### src/rtl/bcmt_pkg.sv
package bcmt_pkg;

  localparam int DIV_W = 4;

  typedef enum logic [1:0] {
    GAP_IDLE    = 2'd0,
    GAP_USEC    = 2'd1,
    GAP_STRETCH = 2'd2
  } gap_state_t;

  // Cycles per half microsecond for each clock rate code
  function automatic logic [DIV_W-1:0] half_us_div(input logic [1:0] sel);
    case (sel)
      2'd0:    half_us_div = 4'd5;
      2'd1:    half_us_div = 4'd6;
      2'd2:    half_us_div = 4'd8;
      default: half_us_div = 4'd10;
    endcase
  endfunction

  // Response limit in half microseconds
  function automatic logic [8:0] tmo_halves(input logic [1:0] sel);
    case (sel)
      2'd0:    tmo_halves = 9'd37;
      2'd1:    tmo_halves = 9'd45;
      2'd2:    tmo_halves = 9'd101;
      default: tmo_halves = 9'd256;
    endcase
  endfunction

endpackage

### src/rtl/bcmt_prescaler.sv
module bcmt_prescaler
  import bcmt_pkg::*;
(
  input  logic             clk,
  input  logic             rst_n,
  input  logic             en,
  input  logic [DIV_W-1:0] div,
  output logic             tick
);
  logic [DIV_W-1:0] cnt_q, cnt_d;

  always_comb begin
    tick  = en && (cnt_q == div - 1'b1);
    cnt_d = (!en || tick) ? '0 : cnt_q + 1'b1;
  end

  always_ff @(posedge clk or negedge rst_n) begin
    if (!rst_n) cnt_q <= '0;
    else        cnt_q <= cnt_d;
  end
endmodule

### src/rtl/bcmt_halfus_timer.sv
module bcmt_halfus_timer
  import bcmt_pkg::*;
#(
  parameter int LIM_W = 11
) (
  input  logic             clk,
  input  logic             rst_n,
  input  logic [DIV_W-1:0] div,
  input  logic             start,
  input  logic             clear,
  input  logic [LIM_W-1:0] limit,
  output logic             expire
);
  logic             busy_q, busy_d, exp_d, tick;
  logic [LIM_W-1:0] h_q, h_d, lim_q, lim_d;

  bcmt_prescaler u_pre (
    .clk(clk), .rst_n(rst_n), .en(busy_q), .div(div), .tick(tick)
  );

  always_comb begin
    busy_d = busy_q;
    h_d    = h_q;
    lim_d  = lim_q;
    exp_d  = 1'b0;
    if (clear) begin
      busy_d = 1'b0;
      h_d    = '0;
    end else if (!busy_q) begin
      if (start) begin
        busy_d = 1'b1;
        h_d    = '0;
        lim_d  = limit;
      end
    end else if (tick) begin
      if (h_q + 1'b1 == lim_q) begin
        exp_d  = 1'b1;
        busy_d = 1'b0;
        h_d    = '0;
      end else begin
        h_d = h_q + 1'b1;
      end
    end
  end

  always_ff @(posedge clk or negedge rst_n) begin
    if (!rst_n) begin
      busy_q <= 1'b0;
      h_q    <= '0;
      lim_q  <= '0;
      expire <= 1'b0;
    end else begin
      busy_q <= busy_d;
      h_q    <= h_d;
      lim_q  <= lim_d;
      expire <= exp_d;
    end
  end
endmodule

### src/rtl/bcmt_gap_ctrl.sv
module bcmt_gap_ctrl
  import bcmt_pkg::*;
#(
  parameter int GAP_W         = 16,
  parameter int DEF_GAP_US    = 10,
  parameter int ENH_EXTRA_CYC = 10,
  parameter int COLL_CYC      = 6,
  parameter int COLL_MAX      = 12
) (
  input  logic             clk,
  input  logic             rst_n,
  input  logic [DIV_W-1:0] div,
  input  logic [GAP_W-1:0] gap_us,
  input  logic             start,
  input  logic             enh_mode,
  input  logic             coll_evt,
  output logic             done
);
  localparam int HW = GAP_W + 1;
  localparam int CW = $clog2(COLL_MAX + 1);
  localparam int XW = $clog2(ENH_EXTRA_CYC + COLL_CYC * COLL_MAX + 1);

  gap_state_t    st_q, st_d;
  logic [HW-1:0] h_q, h_d, lim_q, lim_d, gap_eff;
  logic [XW-1:0] xc_q, xc_d, extra;
  logic [CW-1:0] coll_q, coll_d;
  logic          done_d, tick;

  bcmt_prescaler u_pre (
    .clk(clk), .rst_n(rst_n), .en(st_q == GAP_USEC), .div(div), .tick(tick)
  );

  always_comb begin
    gap_eff = (gap_us == '0) ? HW'(DEF_GAP_US) : {1'b0, gap_us};
    extra   = (enh_mode ? XW'(ENH_EXTRA_CYC) : '0) + XW'(COLL_CYC * int'(coll_q));
    st_d    = st_q;
    h_d     = h_q;
    lim_d   = lim_q;
    xc_d    = xc_q;
    done_d  = 1'b0;
    coll_d  = (coll_evt && coll_q < CW'(COLL_MAX)) ? coll_q + 1'b1 : coll_q;
    case (st_q)
      GAP_IDLE: if (start) begin
        st_d  = GAP_USEC;
        h_d   = '0;
        lim_d = gap_eff << 1;
      end
      GAP_USEC: if (tick) begin
        if (h_q + 1'b1 == lim_q) begin
          h_d    = '0;
          coll_d = coll_evt ? CW'(1) : '0;  // snapshot taken, restart count
          if (extra == '0) begin
            done_d = 1'b1;
            st_d   = GAP_IDLE;
          end else begin
            xc_d = extra;
            st_d = GAP_STRETCH;
          end
        end else begin
          h_d = h_q + 1'b1;
        end
      end
      GAP_STRETCH: begin
        if (xc_q == XW'(1)) begin
          done_d = 1'b1;
          st_d   = GAP_IDLE;
        end
        xc_d = xc_q - 1'b1;
      end
      default: st_d = GAP_IDLE;
    endcase
  end

  always_ff @(posedge clk or negedge rst_n) begin
    if (!rst_n) begin
      st_q   <= GAP_IDLE;
      h_q    <= '0;
      lim_q  <= '0;
      xc_q   <= '0;
      coll_q <= '0;
      done   <= 1'b0;
    end else begin
      st_q   <= st_d;
      h_q    <= h_d;
      lim_q  <= lim_d;
      xc_q   <= xc_d;
      coll_q <= coll_d;
      done   <= done_d;
    end
  end
endmodule

### src/rtl/bc_msg_timer.sv
module bc_msg_timer
  import bcmt_pkg::*;
#(
  parameter int GAP_W         = 16,
  parameter int DEF_GAP_US    = 10,
  parameter int ENH_EXTRA_CYC = 10,
  parameter int COLL_CYC      = 6,
  parameter int COLL_MAX      = 12,
  parameter int WD_HALVES     = 1321
) (
  input  logic             clk,
  input  logic             rst_n,
  input  logic [1:0]       clk_sel,
  input  logic             enh_mode,
  input  logic             enh_access_en,
  input  logic [GAP_W-1:0] gap_us,
  input  logic             gap_start,
  input  logic             host_access,
  input  logic             xfer_seq_active,
  input  logic [1:0]       tmo_sel,
  input  logic             resp_arm,
  input  logic             resp_seen,
  input  logic             tx_active,
  output logic             gap_done,
  output logic             response_timeout,
  output logic             tx_watchdog_trip
);
  localparam int WD_W  = $clog2(WD_HALVES + 1);
  localparam int TMO_W = 9;

  logic [1:0]       rst_sync_q;
  logic             rst_int_n, tx_prev_q;
  logic [DIV_W-1:0] div;

  // Asynchronous assert, synchronous release
  always_ff @(posedge clk or negedge rst_n) begin
    if (!rst_n) rst_sync_q <= 2'b00;
    else        rst_sync_q <= {rst_sync_q[0], 1'b1};
  end
  assign rst_int_n = rst_sync_q[1];
  assign div       = half_us_div(clk_sel);

  always_ff @(posedge clk or negedge rst_int_n) begin
    if (!rst_int_n) tx_prev_q <= 1'b0;
    else            tx_prev_q <= tx_active;
  end

  bcmt_gap_ctrl #(
    .GAP_W(GAP_W), .DEF_GAP_US(DEF_GAP_US), .ENH_EXTRA_CYC(ENH_EXTRA_CYC),
    .COLL_CYC(COLL_CYC), .COLL_MAX(COLL_MAX)
  ) u_gap (
    .clk(clk), .rst_n(rst_int_n), .div(div), .gap_us(gap_us),
    .start(gap_start), .enh_mode(enh_mode),
    .coll_evt(host_access & xfer_seq_active & enh_access_en),
    .done(gap_done)
  );

  bcmt_halfus_timer #(.LIM_W(TMO_W)) u_resp (
    .clk(clk), .rst_n(rst_int_n), .div(div), .start(resp_arm),
    .clear(resp_seen), .limit(tmo_halves(tmo_sel)), .expire(response_timeout)
  );

  bcmt_halfus_timer #(.LIM_W(WD_W)) u_wd (
    .clk(clk), .rst_n(rst_int_n), .div(div), .start(tx_active & ~tx_prev_q),
    .clear(~tx_active), .limit(WD_W'(WD_HALVES)), .expire(tx_watchdog_trip)
  );
endmodule

### config.mk
export PLATFORM = sky130hd
export DESIGN_NAME = bc_msg_timer
export DESIGN_NICKNAME = d
export VERILOG_FILES = /design/src/rtl/bcmt_pkg.sv /design/src/rtl/bcmt_prescaler.sv /design/src/rtl/bcmt_halfus_timer.sv /design/src/rtl/bcmt_gap_ctrl.sv /design/src/rtl/bc_msg_timer.sv
export SDC_FILE = /design/constraint.sdc
export NUM_CORES = 1
export LEC_CHECK = 0
export ABC_AREA = 1
export ABC_CLOCK_PERIOD_IN_PS = 2800
export BUFFER_PORTS_ARGS = -buffer_cell sky130_fd_sc_hd__buf_2
export CAP_MARGIN = 30
export CELL_PAD_IN_SITES_DETAIL_PLACEMENT = 1
export CELL_PAD_IN_SITES_GLOBAL_PLACEMENT = 1
export CORE_MARGIN = 2
export CORE_UTILIZATION = 42
export CTS_BUF_LIST = sky130_fd_sc_hd__clkbuf_8
export CTS_CLUSTER_SIZE = 14
export DETAILED_ROUTE_END_ITERATION = 10
export PLACE_DENSITY = 0.86
export SYNTH_ARGS = -nofsm -noshare
export SYNTH_HDL_FRONTEND = slang
export SYNTH_SLANG_ARGS = --single-unit
### constraint.sdc
create_clock -name clk -period 2.8 [get_ports clk]
set_clock_uncertainty 0.15 [all_clocks]
set_input_delay 0 -clock clk [delete_from_list [all_inputs] [get_ports clk]]
set_output_delay 0 -clock clk [all_outputs]
set_load 0.03 [all_outputs]
==> results of run 1 <==
-- cell usage in the layout, fill, tap and decap left out, types with 2 or more instances in the layout --
master / instances
nand3b_1: 16
o21a_1: 2
nand3_1: 47
o22ai_1: 6
dlygate4sd3_1: 32
xnor2_1: 7
buf_12: 3
dfrtp_1: 90
o21ai_0: 33
nand4_1: 25
nand2_1: 250
or2_2: 2
inv_1: 102
nand2_4: 2
o211ai_1: 2
clkinv_4: 2
ha_2: 2
nor2_4: 5
nor2_1: 62
xor2_1: 30
o21ai_1: 2
nand2_2: 14
nor4_1: 6
a21oi_1: 5
buf_4: 11
ha_1: 15
clkbuf_8: 9
nand3_2: 3
inv_8: 2
nor3_1: 9
inv_2: 5
buf_2: 32
nor2_2: 7
-- worst max path at each step --
stage | to | slack, ps | cells past startpoint
finish | u_gap.xc_q[0] | -20 | 17
global route | u_gap.xc_q[5] | -150 | 17
global placement | u_gap.xc_q[2] | -7 | 17
detailed placement | u_gap.xc_q[3] | -240 | 18
floorplan | u_gap.xc_q[0] | 170 | 17
CTS | u_gap.xc_q[3] | 5 | 18
-- logic make-up (layout without fill, tap and decap cells) --
logic type | Yosys count | count (layout) | synth area share
and+or+nand+nor | 452 | 452 | 0.3549
AOI/OAI and AO/OA | 57 | 57 | 0.05721
xor gates and xnor gates | 37 | 37 | 0.05766
other | 1 | 2 | 0.0006672
buffers and inverters | 117 | 203 | 0.08081
adders and majority gates | 19 | 19 | 0.04363
DFF | 91 | 91 | 0.4052
-- cell type report --
type | instances | area (um2) | area share
multi-input combinational | 566 | 2984 | 0.4432
sequential | 91 | 2281 | 0.3388
timing repair buffer | 78 | 623.1 | 0.09255
inverter | 108 | 409.1 | 0.06077
tap | 176 | 220.2 | 0.03271
clock buffer | 9 | 123.9 | 0.01840
clock inverter | 7 | 83.83 | 0.01245
timing repair inverter | 1 | 5.005 | 0.0007434
antenna | 1 | 2.502 | 0.0003717
-- worst max-delay path, delay by kind of cell, from the launching register on --
family	cells	cell delay, ps
AND/OR/NAND/NOR	9	830
buffers and inverters	4	290
flip-flops	1	370
adder cells (fa/ha/maj)	3	980
AO/OA/AOI/OAI	1	130
-- report_power, final --
part	switching [mW]	internal (mW)	total (mW)
sequential	0.233	1.56	1.80
clock	0.521	0.430	0.951
combinational	1.57	1.03	2.60
-- routing by layer --
metal  track usage  vias to the layer above  routed length (um)
met2        0.4179                       74                8795
met1        0.2691                     2632                6800
li1              -                     2612                   -
met4       0.06838                        0                 267
met5             0                        -                   0
met3       0.04610                       19                 401
-- repair_timing --
| item | in CTS | in global routing |
|---|---|---|
| hold endpoints to repair | 37 | 0 |
| pin swaps | 2 | 12 |
| setup buffers | 2 | 7 |
| hold buffers | 32 | 0 |
| gates cloned | 0 | 1 |
| setup endpoints to repair | 8 | 29 |
| gates resized for setup | 9 | 22 |
-- stage by stage --
step	setup WS [ps]	cell area, um2	std cells
floorplan	172.0	5622	774
global placement	-6.899	6006	978
detailed placement	-236.4	6006	978
CTS	4.758	6589	1028
global route	-154.2	6733	1037
finish	-24.15	6733	1037
-- state kept, by name, summed over array words and instances (netlist names), 2 cells and up --
signal              flops
u_resp.h_q              9
u_gap.st_q              2
u_wd.u_pre.cnt_q        4
u_gap.h_q              17
u_gap.coll_q            4
u_resp.lim_q            4
u_gap.xc_q              7
u_wd.h_q               11
rst_sync_q              2
u_gap.u_pre.cnt_q       4
u_resp.u_pre.cnt_q      4
u_gap.lim_q            16
==> impl_metrics.json, run 1 <==
{
  "syn_to_final_growth_pct": 19.79,
  "power_density_nw_per_um2": 793.6,
  "cts.clk_slew.worst_paths_ps": 100,
  "maxCapViolCount": 0,
  "crit_chain": "ha_2 > inv_2 > fa_1 > inv_2 > ha_4 > nand2_2 > inv_2 > o21ai_2 > nand3b_1 > nand2_2 > nor2_1 > nand2_2 > nand2_2 > nand2_4 > buf_4 > nand4_1 > nand2_1",
  "drt-total-wl_um": 16270,
  "worst_pin_slew_ps": 785.4,
  "nets": 904,
  "synth_seq_cells": 91,
  "slowest_stage": "fa_1",
  "status": "finished, violations left",
  "yosysTopAreaCellShare": 0.4052,
  "total_power_mw": 5.343,
  "drive_above_1_share": 0.1291,
  "r2r_setup_slack_ps": -20,
  "drt_first_pass_iters": 5,
  "reg2reg_from": "u_gap.coll_q[0]",
  "synth.avg_cell_area_um2": 7.261,
  "yosysWarnings": 0,
  "drv_slew": 0,
  "grt-ovfl-total": 0,
  "cts_max_path_buffers": 2,
  "cts_root_buf": "clkbuf_8",
  "gp_congestion": 0.8721,
  "synth.most_common_cell": "nand2_1",
  "setup_ws_ps": -24.15,
  "grt_pass1_vias": 5680,
  "synth_enable_flop_cells": 0,
  "rows": 42,
  "antenna_found_initial": 1,
  "synth_cells": 774,
  "setup_viol": 5,
  "fp.coreArea_um2": 13140,
  "grt_pass1_wl_um": 26190,
  "wl_per_cell_um": 15.69,
  "criticalPathCategory": "reg2reg",
  "fin_hold_ws_ps": 43.77,
  "relSlewSlack": 0.4716,
  "max_stage_delay_ps": 560,
  "cts_max_level": 3,
  "ys_types": 37,
  "chipHeight_um": 119.7,
  "cts_tree": "yes",
  "reg2reg_depth": 17,
  "whs_endpoint": "u_gap.coll_q[1]",
  "worstSetupStartpointType": "flop",
  "crit_required_ps": 2930,
  "hold_start": "host_access",
  "layout_min_cycle_time_ps": 2824,
  "cp_max_fo": 4,
  "vdd_drop_max_v": 0.0003164,
  "via_count": 5337,
  "clk_latency_ps": 380,
  "crit_path_frequent_cell": "nand2_2",
  "drc": 0,
  "crit_path_start": "u_gap.coll_q[0]",
  "rsz0062_at_grt": "true",
  "die_w_um": 119.7,
  "cts-buffers-inserted": 9,
  "finalCritPeriodShare": 1.009,
  "p_leak_nw": 3.344,
  "start_util": 0.4278,
  "synthesis.nets": 823,
  "clock.fmax_mhz": 354.1,
  "synth_ff_type": "dfrtp_1",
  "vias_per_cell": 5.147,
  "whs_path_depth": 5,
  "arrival_ps": 2960,
  "dp_hpwl_um": 11120,
  "ys_seq_area_frac": 0.4052,
  "die_area_um2": 14320,
  "synth_common_cells": "nand2_1, inv_1, dfrtp_1",
  "netlist.top_cell.by_area": "dfrtp_1",
  "io_pins": 33,
  "async_flop_share": 1.000,
  "ant_nets": 0,
  "synth_area_leaders": "dfrtp_1, nand2_1, inv_1",
  "clock-sinks": 91,
  "failed_checks": "negative setup slack",
  "drt_iter0_drc": 217,
  "syn_area_um2": 5620,
  "end_kind": "flop",
  "grt_max_degree": 47,
  "track_usage": 0.2285,
  "finalHoldViolCount": 0,
  "rr_endpoint": "u_gap.xc_q[0]",
  "io_buffers": 32,
  "fillers": 1685,
  "final_util": 0.5125,
  "hold_path.class": "in2reg",
  "setup_tns_ps": -62.73
}
Power figures use the tool's default switching activity.
==> inputs of run 2 (changes only) <==
Settings changed: TNS_END_PERCENT from default to 5.
==> impl_metrics.json, run 2 (synthesis results as in run 1) <==
{
  "layout_min_cycle_time_ps": 2819,
  "die_w_um": 119.7,
  "vias_per_cell": 5.151,
  "drt_iter0_drc": 249,
  "relSlewSlack": 0.4519,
  "cts_tree": "yes",
  "finalCritPeriodShare": 1.007,
  "io_buffers": 32,
  "cts_max_path_buffers": 2,
  "grt-ovfl-total": 0,
  "worst_pin_slew_ps": 814.6,
  "setup_tns_ps": -45.96,
  "m1WireLength_um": 6736,
  "final_common_cell": "nand2_1",
  "final_area_um2": 6711,
  "drv_slew": 0,
  "finalHoldViolCount": 0,
  "reg_top3": "u_gap.h_q x17, u_gap.lim_q x16, u_wd.h_q x11",
  "cts_root_buf": "clkbuf_8",
  "power_density_nw_per_um2": 788.5,
  "syn_to_final_growth_pct": 19.41,
  "arrival_ps": 2950,
  "end_kind": "flop",
  "start_util": 0.4278,
  "setup_ws_ps": -19.12,
  "grt_max_degree": 47,
  "rows": 42,
  "wl_per_cell_um": 15.34,
  "worstSetupStartpointType": "flop",
  "track_usage": 0.2285,
  "chipHeight_um": 119.7,
  "met2_length_um": 8484,
  "cp_max_fo": 4,
  "status": "finished, violations left",
  "clk_latency_ps": 380,
  "wl_met3_um": 396,
  "vdd_drop_max_v": 0.0003169,
  "fp.coreArea_um2": 13140,
  "cts.clk_slew.worst_paths_ps": 100,
  "hold_path.class": "in2reg",
  "setup_viol": 5,
  "criticalPathCategory": "reg2reg",
  "io_pins": 33,
  "grt_pass1_vias": 5680,
  "drc": 0,
  "gp_congestion": 0.8721,
  "via_count": 5336,
  "fillers": 1685,
  "mostFrequentLayoutCells": "nand2_1, inv_1, dfrtp_1, nor2_1, nand3_1",
  "rsz0062_at_grt": "true",
  "failed_checks": "negative setup slack",
  "regMostFlops": "u_gap.h_q",
  "clock-sinks": 91,
  "antenna_found_initial": 1,
  "die_area_um2": 14320,
  "nets": 902,
  "route.top_layer_used": "met4",
  "ant_nets": 0,
  "clock.fmax_mhz": 354.7,
  "cts_max_level": 3,
  "p_leak_nw": 3.349,
  "crit_required_ps": 2940,
  "drt-total-wl_um": 15890,
  "largest_reg_flops": 17,
  "drt_first_pass_iters": 4,
  "grt_pass1_wl_um": 26190,
  "dp_hpwl_um": 11120,
  "maxCapViolCount": 0,
  "drive_above_1_share": 0.1235,
  "placed_area_um2": 6006,
  "cts-buffers-inserted": 9
}
-- run 2: cell count changes in the layout (fill, tap and decap cells not counted), sizes merged --
cell      change
clkinvlp      -2
diode         +1
buf           -1
inv           +1
-- run 2: routing by layer --
metal / vias up / GRT usage
li1: 2606 / -
met1: 2646 / 0.2691
met2: 65 / 0.4179
met3: 19 / 0.04610
met4: 0 / 0.06838
met5: - / 0
-- run 2: layout make-up --
class / instances / area, um2 / share of cell area
multi-input combinational: 566 / 2977 / 0.4435
sequential: 91 / 2281 / 0.3399
timing repair buffer: 77 / 615.6 / 0.09172
inverter: 108 / 405.4 / 0.06040
tap: 176 / 220.2 / 0.03281
clock buffer: 9 / 123.9 / 0.01846
clock inverter: 7 / 83.83 / 0.01249
antenna: 2 / 5.005 / 0.0007457
-- run 2: worst paths after layout --
| path | start | slack [ps] | cells past startpoint | end |
|---|---|---|---|---|
| worst max-delay path | u_gap.coll_q[0] | -20 | 17 | u_gap.xc_q[0] |
| worst min register to register | rst_sync_q[1] | 210 | 0 | u_resp.expire |
| worst max register to register | u_gap.coll_q[0] | -20 | 17 | u_gap.xc_q[0] |
| worst min-delay path | host_access | 40 | 5 | u_gap.coll_q[1] |
| max in group asynchronous | rst_sync_q[1] | 1610 | 1 | u_wd.h_q[2] |
| min in group asynchronous | rst_sync_q[1] | 210 | 0 | u_resp.expire |
-- run 2: where the power goes --
group          internal, mW  switching, mW  total [mW]
clock                 0.430          0.523       0.952
combinational          1.02           1.53        2.55
sequential             1.56          0.232        1.79
total                  3.01           2.28        5.29
-- run 2: critical path: stages, from the launching register on --
cell and delay, ps:
dfrtp_1 370, ha_2 200, inv_2 50, fa_1 560
inv_2 50, ha_4 220, nand2_2 60, inv_2 40
o21ai_2 130, nand3b_1 140, nand2_2 60, nor2_1 130
nand2_2 90, nand2_2 100, nand2_4 90, buf_4 150
nand4_1 100, nand2_1 60
-- run 2: per-stage QoR --
stage / setup WS [ps] / std cells / util / hold slack (ps) / power (mW)
after floorplan: 172.0 / 774 / - / -445.6 / 3.302
after global routing: -148.4 / 1036 / 0.5109 / 84.13 / 5.698
after global placement: -6.899 / 978 / 0.4571 / -365.5 / 3.751
after CTS: 4.758 / 1028 / 0.5015 / 27.72 / 5.047
after detailed placement: -236.4 / 978 / 0.4571 / -361.7 / 3.897
final: -19.12 / 1036 / 0.5109 / 41.08 / 5.292
-- run 2: repair_timing --
item / in CTS / in global routing
setup buffers: 2 / 6
hold buffers: 32 / 0
gates resized for setup: 9 / 19
pin swaps: 2 / 11
endpoints found under the hold margin: 37 / 0
endpoints found under the setup margin: 8 / 29
